## config.mk

```make
export PLATFORM = sky130hd
export DESIGN_NAME = xfer_tri_reg
export DESIGN_NICKNAME = d
export VERILOG_FILES = /design/src/rtl/xfer_pkg.sv /design/src/rtl/xfer_src_mux.sv /design/src/rtl/xfer_reg_cell.sv /design/src/rtl/xfer_tri_reg.sv
export SDC_FILE = /design/constraint.sdc
export NUM_CORES = 1
export LEC_CHECK = 0
export ABC_AREA = 0
export BUFFER_PORTS_ARGS = -buffer_cell sky130_fd_sc_hd__buf_2
export CAP_MARGIN = 10
export CORE_AREA = 2 2 82 84
export CTS_CLUSTER_SIZE = 8
export DETAILED_ROUTE_END_ITERATION = 12
export DIE_AREA = 0 0 84 86
export GPL_TIMING_DRIVEN = 0
export PLACE_DENSITY = 0.41
export SLEW_MARGIN = 20
export SYNTH_ARGS = -nofsm -noshare
export SYNTH_HDL_FRONTEND = slang
export SYNTH_SLANG_ARGS = --single-unit
```

## constraint.sdc

```tcl
create_clock -name clk -period 1.65 [get_ports clk]
set_input_delay 0.33 -clock clk [delete_from_list [all_inputs] [get_ports clk]]
set_output_delay 0.33 -clock clk [all_outputs]
set_load 0.05 [all_outputs]
```

## src/rtl/xfer_pkg.sv

```systemverilog
package xfer_pkg;
  localparam int NREG = 3;
  localparam int IDXW = 2;

  // Source register index for register idx given its select bit.
  function automatic logic [IDXW-1:0] src_of(input int idx, input logic s);
    logic [IDXW-1:0] r;
    case (idx)
      2:       r = s ? 2'd1 : 2'd0;
      1:       r = s ? 2'd2 : 2'd0;
      default: r = s ? 2'd1 : 2'd2;
    endcase
    return r;
  endfunction
endpackage

```

## src/rtl/xfer_src_mux.sv

```systemverilog
module xfer_src_mux #(
  parameter int W   = 8,
  parameter int IDX = 0
) (
  input  logic [W-1:0] v0,
  input  logic [W-1:0] v1,
  input  logic [W-1:0] v2,
  input  logic         s,
  output logic [W-1:0] src
);
  import xfer_pkg::*;

  logic [IDXW-1:0] pick;

  always_comb begin
    pick = src_of(IDX, s);
    case (pick)
      2'd0:    src = v0;
      2'd1:    src = v1;
      default: src = v2;
    endcase
  end
endmodule

```

## src/rtl/xfer_reg_cell.sv

```systemverilog
module xfer_reg_cell #(
  parameter int W = 8
) (
  input  logic         clk,
  input  logic         rst,
  input  logic         preset_en,
  input  logic [W-1:0] preset_val,
  input  logic         ld,
  input  logic [W-1:0] src_val,
  output logic [W-1:0] q
);
  always_ff @(posedge clk) begin
    if (rst)            q <= '0;
    else if (preset_en) q <= preset_val;
    else if (ld)        q <= src_val;
  end

  p_clear_r1: assert property (@(posedge clk) rst |=> q == '0);
  p_preset_r2: assert property (@(posedge clk) disable iff (rst)
    preset_en |=> q == $past(preset_val));
  p_hold_r3: assert property (@(posedge clk) disable iff (rst)
    (!preset_en && !ld) |=> $stable(q));
endmodule

```

## src/rtl/xfer_tri_reg.sv

```systemverilog
module xfer_tri_reg #(
  parameter int W = 8
) (
  input  logic         clk,
  input  logic         rst,
  input  logic         preset_en,
  input  logic [W-1:0] preset_0,
  input  logic [W-1:0] preset_1,
  input  logic [W-1:0] preset_2,
  input  logic [2:0]   sel,
  input  logic [2:0]   load,
  output logic [W-1:0] q0,
  output logic [W-1:0] q1,
  output logic [W-1:0] q2
);
  import xfer_pkg::*;

  logic [W-1:0] q_arr   [NREG];
  logic [W-1:0] src_arr [NREG];
  logic [W-1:0] pre_arr [NREG];

  assign pre_arr[0] = preset_0;
  assign pre_arr[1] = preset_1;
  assign pre_arr[2] = preset_2;

  for (genvar g = 0; g < NREG; g++) begin : g_reg
    xfer_src_mux #(.W(W), .IDX(g)) u_mux (
      .v0  (q_arr[0]),
      .v1  (q_arr[1]),
      .v2  (q_arr[2]),
      .s   (sel[g]),
      .src (src_arr[g])
    );
    xfer_reg_cell #(.W(W)) u_cell (
      .clk        (clk),
      .rst        (rst),
      .preset_en  (preset_en),
      .preset_val (pre_arr[g]),
      .ld         (load[g]),
      .src_val    (src_arr[g]),
      .q          (q_arr[g])
    );
  end

  assign q0 = q_arr[0];
  assign q1 = q_arr[1];
  assign q2 = q_arr[2];

  p_r2_src_r4: assert property (@(posedge clk) disable iff (rst)
    (!preset_en && load[2]) |=> q2 == ($past(sel[2]) ? $past(q1) : $past(q0)));
  p_r1_src_r5: assert property (@(posedge clk) disable iff (rst)
    (!preset_en && load[1]) |=> q1 == ($past(sel[1]) ? $past(q2) : $past(q0)));
  p_r0_src_r6: assert property (@(posedge clk) disable iff (rst)
    (!preset_en && load[0]) |=> q0 == ($past(sel[0]) ? $past(q1) : $past(q2)));
  p_swap_r7: assert property (@(posedge clk) disable iff (rst)
    (!preset_en && sel[2:1] == 2'b11 && load == 3'b110)
      |=> (q1 == $past(q2) && q2 == $past(q1)));
  p_fanout_r8: assert property (@(posedge clk) disable iff (rst)
    (!preset_en && sel[2:1] == 2'b00 && load == 3'b110)
      |=> (q1 == $past(q0) && q2 == $past(q0) && $stable(q0)));
endmodule

```

==> Word level (Yosys, flattened, before mapping) <==
Index checks and enable logic that the tools add are counted.
{ "word_totals": {"register_bits": 24, "input_bits": 33, "output_inout_bits": 24, "wordCells": 30} }
{ "classes": {"n_eq_ne": 5, "muxes": 12, "reduce_logical": 10} }
{ "ops": {"columns": ["cell", "count"], "rows": [
  ["2-to-1 mux 8 bit", 6],
  ["case mux 8 bit (2 select lines)", 3],
  ["== test 2 x 1 -> 1 bit, second input constant", 3],
  ["logical NOT 2 bit", 3],
  ["AND reduction 2 bit", 3],
  ["nonzero test 2 bit", 3],
  ["2-to-1 mux 2 bit", 2],
  ["inequality test 2 bit, second input constant", 2],
  ["nonzero test 3 bit", 1],
  ["2-to-1 mux 1 bit", 1]
]} }

==> Longest topological paths before layout <==
Gate-level depths: netlist of the first run.
{ "logic_depth": {"depth_word": 5, "depth_mapped": 4, "mapped_depth_nobuf": 2} }

==> Cells and area by module <==
From an unflattened synthesis of the first run, not the netlist that was laid out.
{ "hier_totals": {"hier_cells": 132, "area_unflattened_um2": 1501.4} }
{ "by_module_without_submodules": {"columns": ["mod", "n_inst", "cells_each", "area_each_um2", "seq_area_each_um2"], "rows": [
  ["xfer_reg_cell", 3, 35, 369.1, 160.2],
  ["xfer_src_mux", 3, 9, 131.4, 0.0]
]} }

==> Worst setup path after synthesis of the first run <==
Ideal clock, no wire load.
{ "synth_timing": {"path_type": "flip-flop to flip-flop", "start": "register g_reg[2].u_cell.q[6] (netlist name)", "end": "register g_reg[2].u_cell.q[6]", "setup_ps": 79, "t_arrival_ps": 1213, "required_ps": 1571, "setup_slack_ps": 358, "stages_incl_launch_ff": 3, "path_buffers": 0, "synth_period_minus_slack_ps": 1292, "cell_sequence": "dfxtp_1 > or4b_4 > o221ai_2"} }
{ "synth_rtl": {"columns": ["item", "line", "rtl"], "rows": [
  ["end signal, assigned", "xfer_reg_cell.sv:14", "else if (preset_en) q <= preset_val;"],
  ["end signal, assigned", "xfer_reg_cell.sv:15", "else if (ld) q <= src_val;"],
  ["end, declared", "xfer_reg_cell.sv:10", "output logic [W-1:0] q"]
]} }

==> Worst setup path in the final report of the first run <==
{ "layout_timing": {"start": "register g_reg[0].u_cell.q[6]", "end": "output port q0[6]"} }
{ "layout_rtl": {"columns": ["item", "line", "rtl"], "rows": [
  ["start, declared", "xfer_reg_cell.sv:10", null],
  ["start signal, assigned", "xfer_reg_cell.sv:14", null],
  ["start signal, assigned", "xfer_reg_cell.sv:15", null],
  ["end, declared", "xfer_tri_reg.sv:12", "output logic [W-1:0] q0,"]
]} }
No word-level cell between the ends.

==> metrics, run 1 <==
final hold violation count=0; Hold Slack=0.275 ns; Placement Rows=29; fin crit share=78.2%; crit-path cells=buf_2; Distinct cells, synth=19; # port buffers=52; initial antenna violation count=0; post-CTS resize count=0; YS warnings=0; Mapped Cells=138; vias in the first global route=1,499; CORE AREA=0.00628 mm^2; vias=1,417; max-slew violations=0; max FFs per register=24; Syn Area/Cell=11.2 um^2; Mapped Nets=171; top cell type by total area after synthesis=dfxtp_1; die width=84 um; flop and latch count out of synthesis=24; busiest metal layer after global routing=met2; first-pass GRT wire length=8220 um; largest cells by area after synthesis=dfxtp_1 31%, o221ai_2 20%, mux2i_1 14%, or4b_1 13%, nand2_1 5.1%; Die ar.=0.00722 mm^2; RSZ-0062 raised after global routing=no; residual DRC count=0; grt met1 use=19.1%; GRT Resource Usage Total=14.9%; status=finished clean; GRT met2 Usage=25.1%; max cap viols=0; Worst path max stage delay=0.40 ns; Worst EP arrival=0.96 ns; routing usage on met3=2.31%; Biggest register=g.u_cell.q; Slew headroom=48.0%; Leakage Power=0.820 nW; First DRT Iteration DRCs=27; diodes inserted=0; Final ANT Viol Nets=0; area of the multi-input gates=962 um^2; DP HPWL=3670 um; sequential element share of the synthesized area=31.0%; total CTS buffers=3; CTS sink cnt=24; total wire length=5260 um; Starting Density=24.7%; Crit path max-delay family=flip-flops; final critical-path required period=1.29 ns; Root Buffer=clkbuf_8; clk_lat worst skew=0.27 ns; Final setup viols=0; 1st-pass router iterations=4; IO Pins=57; CP max-delay cell=dfxtp_1; fillcell total=677; H-tree depth=1; Buf/Inv on CP=1; wire length per cell=19.4 um; Netlist Area Pre-Place=0.00155 mm^2; nets=228; CTS tree=yes; Layout Skew=0.00337 ns; largest net degree at the start of global routing=14; buffer depth of the longest clock path=2; Layout area overhead=26.6%; crit path launch type=register; ratio of cells with drive above 1 in the final layout=48.5%; leading registers by flop count=g.u_cell.q: 24 flops; Max Fclk=0.775 GHz; storage element area=480 um^2; worst-margin pin slew=0.780 ns; CP endpoint kind=primary output; critical path class=reg2out; Setup Fix Bufs, Post-CTS=0; final global-route overflow total=0; Worst Hold Class=in2reg; routability cong.=0.793; number of vias per cell=5.23; Yosys top cell area share=31.0%; Clk pin slew, worst setup/hold paths=0.10 ns; Die Height=86 um; crit path max fanout=4; power per cell area=779 mW/mm^2; CP Data Required Time=1.32 ns; setup TNS=0 ns; hold buffers post-CTS=0; Peak VDD IR=0.000280 V
-- layout make-up --
| cell class | count | share of cell area [%] |
|---|---|---|
| buffer | 16 | 5.36 |
| multi-input combinational | 98 | 49.1 |
| tap | 77 | 4.92 |
| clock buffer | 4 | 2.81 |
| timing repair buffer | 52 | 13.3 |
| sequential | 24 | 24.5 |
-- cells in the final DEF, fill, tap and decap left out --
cell type  count
a221o_1        3
buf_1          2
buf_2         58
buf_4          2
buf_6          4
clkbuf_1       2
clkbuf_8       4
dfxtp_1       24
mux2_1         2
mux2_4         1
mux2i_1       21
nand2_1       21
nor2b_2        1
nor3b_2        1
nor4b_1        3
o221ai_2      21
or3b_1         2
or3b_4         1
or4b_1        20
or4b_4         1
-- through the flow --
stage / total power [mW] / cell area, um^2 / utilization, % / cells / setup WS [ns]
6_report: 1.53 / 1960 / 31.2 / 271 / 0.359
5_1_grt: 1.60 / 1960 / 31.2 / 271 / 0.314
4_1_cts: 1.54 / 1960 / 31.2 / 271 / 0.346
3_5_place_dp: 1.11 / 1900 / 30.3 / 267 / 0.181
3_3_place_gp: 1.11 / 1900 / 30.3 / 267 / 0.153
2_1_floorplan: 0.974 / 1550 / - / 138 / 0.358
-- worst reg2reg max path: cells and delay by family, from the launching register on --
family	cells	cell delay, ns
AO/OA/AOI/OAI	1	0.35
flip-flops	1	0.35
multiplexers	1	0.27
-- power by group --
part	internal (mW)	switching, mW
registers	0.617	0.0379
clock network	0.214	0.216
logic	0.149	0.292
total	0.980	0.545
-- synth_stat cells (all sizes together) --
| master | number |
|---|---|
| nor2b | 1 |
| or3b | 3 |
| clkbuf | 2 |
| mux2i | 21 |
| or4b | 21 |
| o221ai | 21 |
| nor4b | 3 |
| dfxtp | 24 |
| buf | 14 |
| mux2 | 3 |
| a221o | 3 |
| nor3b | 1 |
| nand2 | 21 |
-- logic make-up (layout without fill, tap and decap cells) --
kind of cell / after synthesis / in the layout / synth area share (%)
AND/OR/NAND/NOR: 50 / 50 / 23.8
AO/OA/AOI/OAI: 24 / 24 / 22.3
multiplexers: 24 / 24 / 16.0
flip-flops: 24 / 24 / 31.0
buffers and inverters: 16 / 72 / 6.79
-- metal layers --
layer  vias to the layer above  share of wire [%]
met3                         8                4.2
li1                        672                  -
met2                        41                 48
met1                       696                 45
met4                         0                1.9
met5                         -                  0
-- final timing paths --
| check | startpoint | to | slack, ns | cells after the start |
|---|---|---|---|---|
| worst max-delay path | g_reg[0].u_cell.q[6]$_SDFFE_PP0P_ | q0[6] | 0.36 | 1 |
| worst min-delay path | preset_1[4] | g_reg[1].u_cell.q[4]$_SDFFE_PP0P_ | 0.27 | 2 |
| worst max register to register | g_reg[0].u_cell.q[6]$_SDFFE_PP0P_ | g_reg[1].u_cell.q[6]$_SDFFE_PP0P_ | 0.57 | 2 |
| worst min register to register | g_reg[1].u_cell.q[3]$_SDFFE_PP0P_ | g_reg[1].u_cell.q[3]$_SDFFE_PP0P_ | 0.63 | 2 |
Power figures use the tool's default switching activity.
==> run 2: changes to the inputs <==
--- a/config.mk
+++ b/config.mk
@@ -13,7 +13,7 @@
 export DETAILED_ROUTE_END_ITERATION = 12
 export DIE_AREA = 0 0 84 86
 export GPL_TIMING_DRIVEN = 0
-export PLACE_DENSITY = 0.41
+export PLACE_DENSITY = 0.43
 export SLEW_MARGIN = 20
 export SYNTH_ARGS = -nofsm -noshare
 export SYNTH_HDL_FRONTEND = slang
==> constraint.sdc (replaced) <==
create_clock -name clk -period 1.1 [get_ports clk]
set_input_delay 0.22 -clock clk [delete_from_list [all_inputs] [get_ports clk]]
set_output_delay 0.22 -clock clk [all_outputs]
set_load 0.05 [all_outputs]
==> metrics, run 2 (synthesis results as in run 1) <==
status=finished clean; Die ar.=0.00722 mm^2; largest net degree at the start of global routing=15; final hold violation count=0; Starting Density=24.7%; end of the critical path=q0[0]; CORE AREA=0.00628 mm^2; fillcell total=646; pre-CTS setup slack=-0.280 ns; max FFs per register=24; fin worst setup slack=0.0238 ns; hold buffers post-CTS=0; wire length per cell=19.3 um; leading registers by flop count=g.u_cell.q: 24 flops; hold_sp=preset_1[4]; nets=228; commonest non-fill, non-tap cell in the layout=buf_2; Worst EP arrival=0.86 ns; Reg2Reg Depth=2; Biggest register=g.u_cell.q; initial antenna violation count=0; First DRT Iteration DRCs=76; CP endpoint kind=primary output; CP Depth=1; die width=84 um; first-pass GRT wire length=8270 um; max cap viols=0; met3 wire len=166 um; r2r setup slk=0.04 ns; total wire length=5240 um; Worst R2R End=g_reg[1].u_cell.q[5]$_SDFFE_PP0P_; ratio of cells with drive above 1 in the final layout=62.4%; Die Height=86 um; Setup Fix Bufs, Post-CTS=0; crit path launch type=register; 1st-pass router iterations=4; Max Used Layer=met4; vias in the first global route=1,516; GRT Resource Usage Total=15.0%; DP HPWL=3730 um; CP Data Required Time=0.88 ns; diodes inserted=0; Worst Setup SP=g_reg[0].u_cell.q[0]$_SDFFE_PP0P_; buffer depth of the longest clock path=2; Max Fclk=0.929 GHz; Leakage Power=0.858 nW; vias=1,405; worst-margin pin slew=0.445 ns; critical path class=reg2out; total power=2.48 mW; Layout Skew=0.0112 ns; Crit path max-delay family=flip-flops; Final setup viols=0; WL met1=2370 um; Clk pin slew, worst setup/hold paths=0.10 ns; routability cong.=0.738; residual DRC count=0; Util after Layout=34.0%; Layout area overhead=37.8%; crit-path cells=buf_4; commonest cells after routing, fill and taps aside=35 x buf_2, 23 x buf_4; H-tree depth=1; IO Pins=57; power per cell area=1160 mW/mm^2; CTS tree=yes; max-slew violations=0; CP max-delay cell=dfxtp_4; Final ANT Viol Nets=0; CTS sink cnt=24; Slew headroom=70.3%; total CTS buffers=3; worst r2r src=g_reg[2].u_cell.q[5]$_SDFFE_PP0P_; number of vias per cell=5.18; met2 wire length=2620 um; clk_lat worst skew=0.28 ns; final critical-path required period=1.08 ns; fin crit share=97.8%; Peak VDD IR=0.000458 V; Buf/Inv on CP=1; Worst path max stage delay=0.38 ns; Worst Hold Path Cells=2; Root Buffer=clkbuf_8; RSZ-0062 raised after global routing=no; Worst Hold Class=in2reg; # port buffers=52; final global-route overflow total=0; Placement Rows=29; crit path max fanout=4
-- run 2: worst min-delay path by stage --
stage	endpoint	slack (ns)
finish	g_reg[1].u_cell.q[4]$_SDFFE_PP0P_	0.15
global route	g_reg[1].u_cell.q[4]$_SDFFE_PP0P_	0.16
CTS	g_reg[1].u_cell.q[4]$_SDFFE_PP0P_	0.16
detailed placement	g_reg[1].u_cell.q[4]$_SDFFE_PP0P_	0.45
global placement	g_reg[1].u_cell.q[5]$_SDFFE_PP0P_	0.45
floorplan	g_reg[1].u_cell.q[6]$_SDFFE_PP0P_	0.36
-- run 2: worst reg2reg max path, stage by stage (launching register included) --
cell and delay (ns):
dfxtp_4 0.37, mux2_1 0.29, a221o_1 0.30
-- run 2: layer usage --
layer,vias to the layer above,global-route usage [%]
li1,670,-
met1,697,18.5
met2,32,26.7
met3,6,2.31
met4,0,5.13
met5,-,0
-- run 2: timing repair --
action,CTS,global route
setup endpoints to repair,25,7
hold endpoints to repair,0,0
gates resized for setup,29,5
-- run 2: report_power, final --
group | leakage [nW] | switching, mW | internal [mW]
clock network | 0.0357 | 0.320 | 0.488
logic | 0.609 | 0.439 | 0.263
registers | 0.213 | 0.0602 | 0.912
total | 0.858 | 0.819 | 1.66
-- run 2: stage by stage --
stage | area [um^2] | cells | hold WS [ns] | setup TNS (ns)
5_1_grt | 2130 | 271 | 0.156 | 0
6_report | 2130 | 271 | 0.155 | 0
3_5_place_dp | 1980 | 267 | 0.451 | -5.66
2_1_floorplan | 1630 | 138 | 0.359 | 0
3_3_place_gp | 1980 | 267 | 0.447 | -5.48
4_1_cts | 2130 | 271 | 0.156 | 0
-- run 2: cell type report --
class	instances	area (um^2)	share of cell area [%]
buffer	16	109	5.10
clock buffer	3	41.3	1.94
clock inverter	1	30.0	1.41
multi-input combinational	98	962	45.1
sequential	24	563	26.4
tap	77	96.3	4.52
timing repair buffer	52	332	15.5
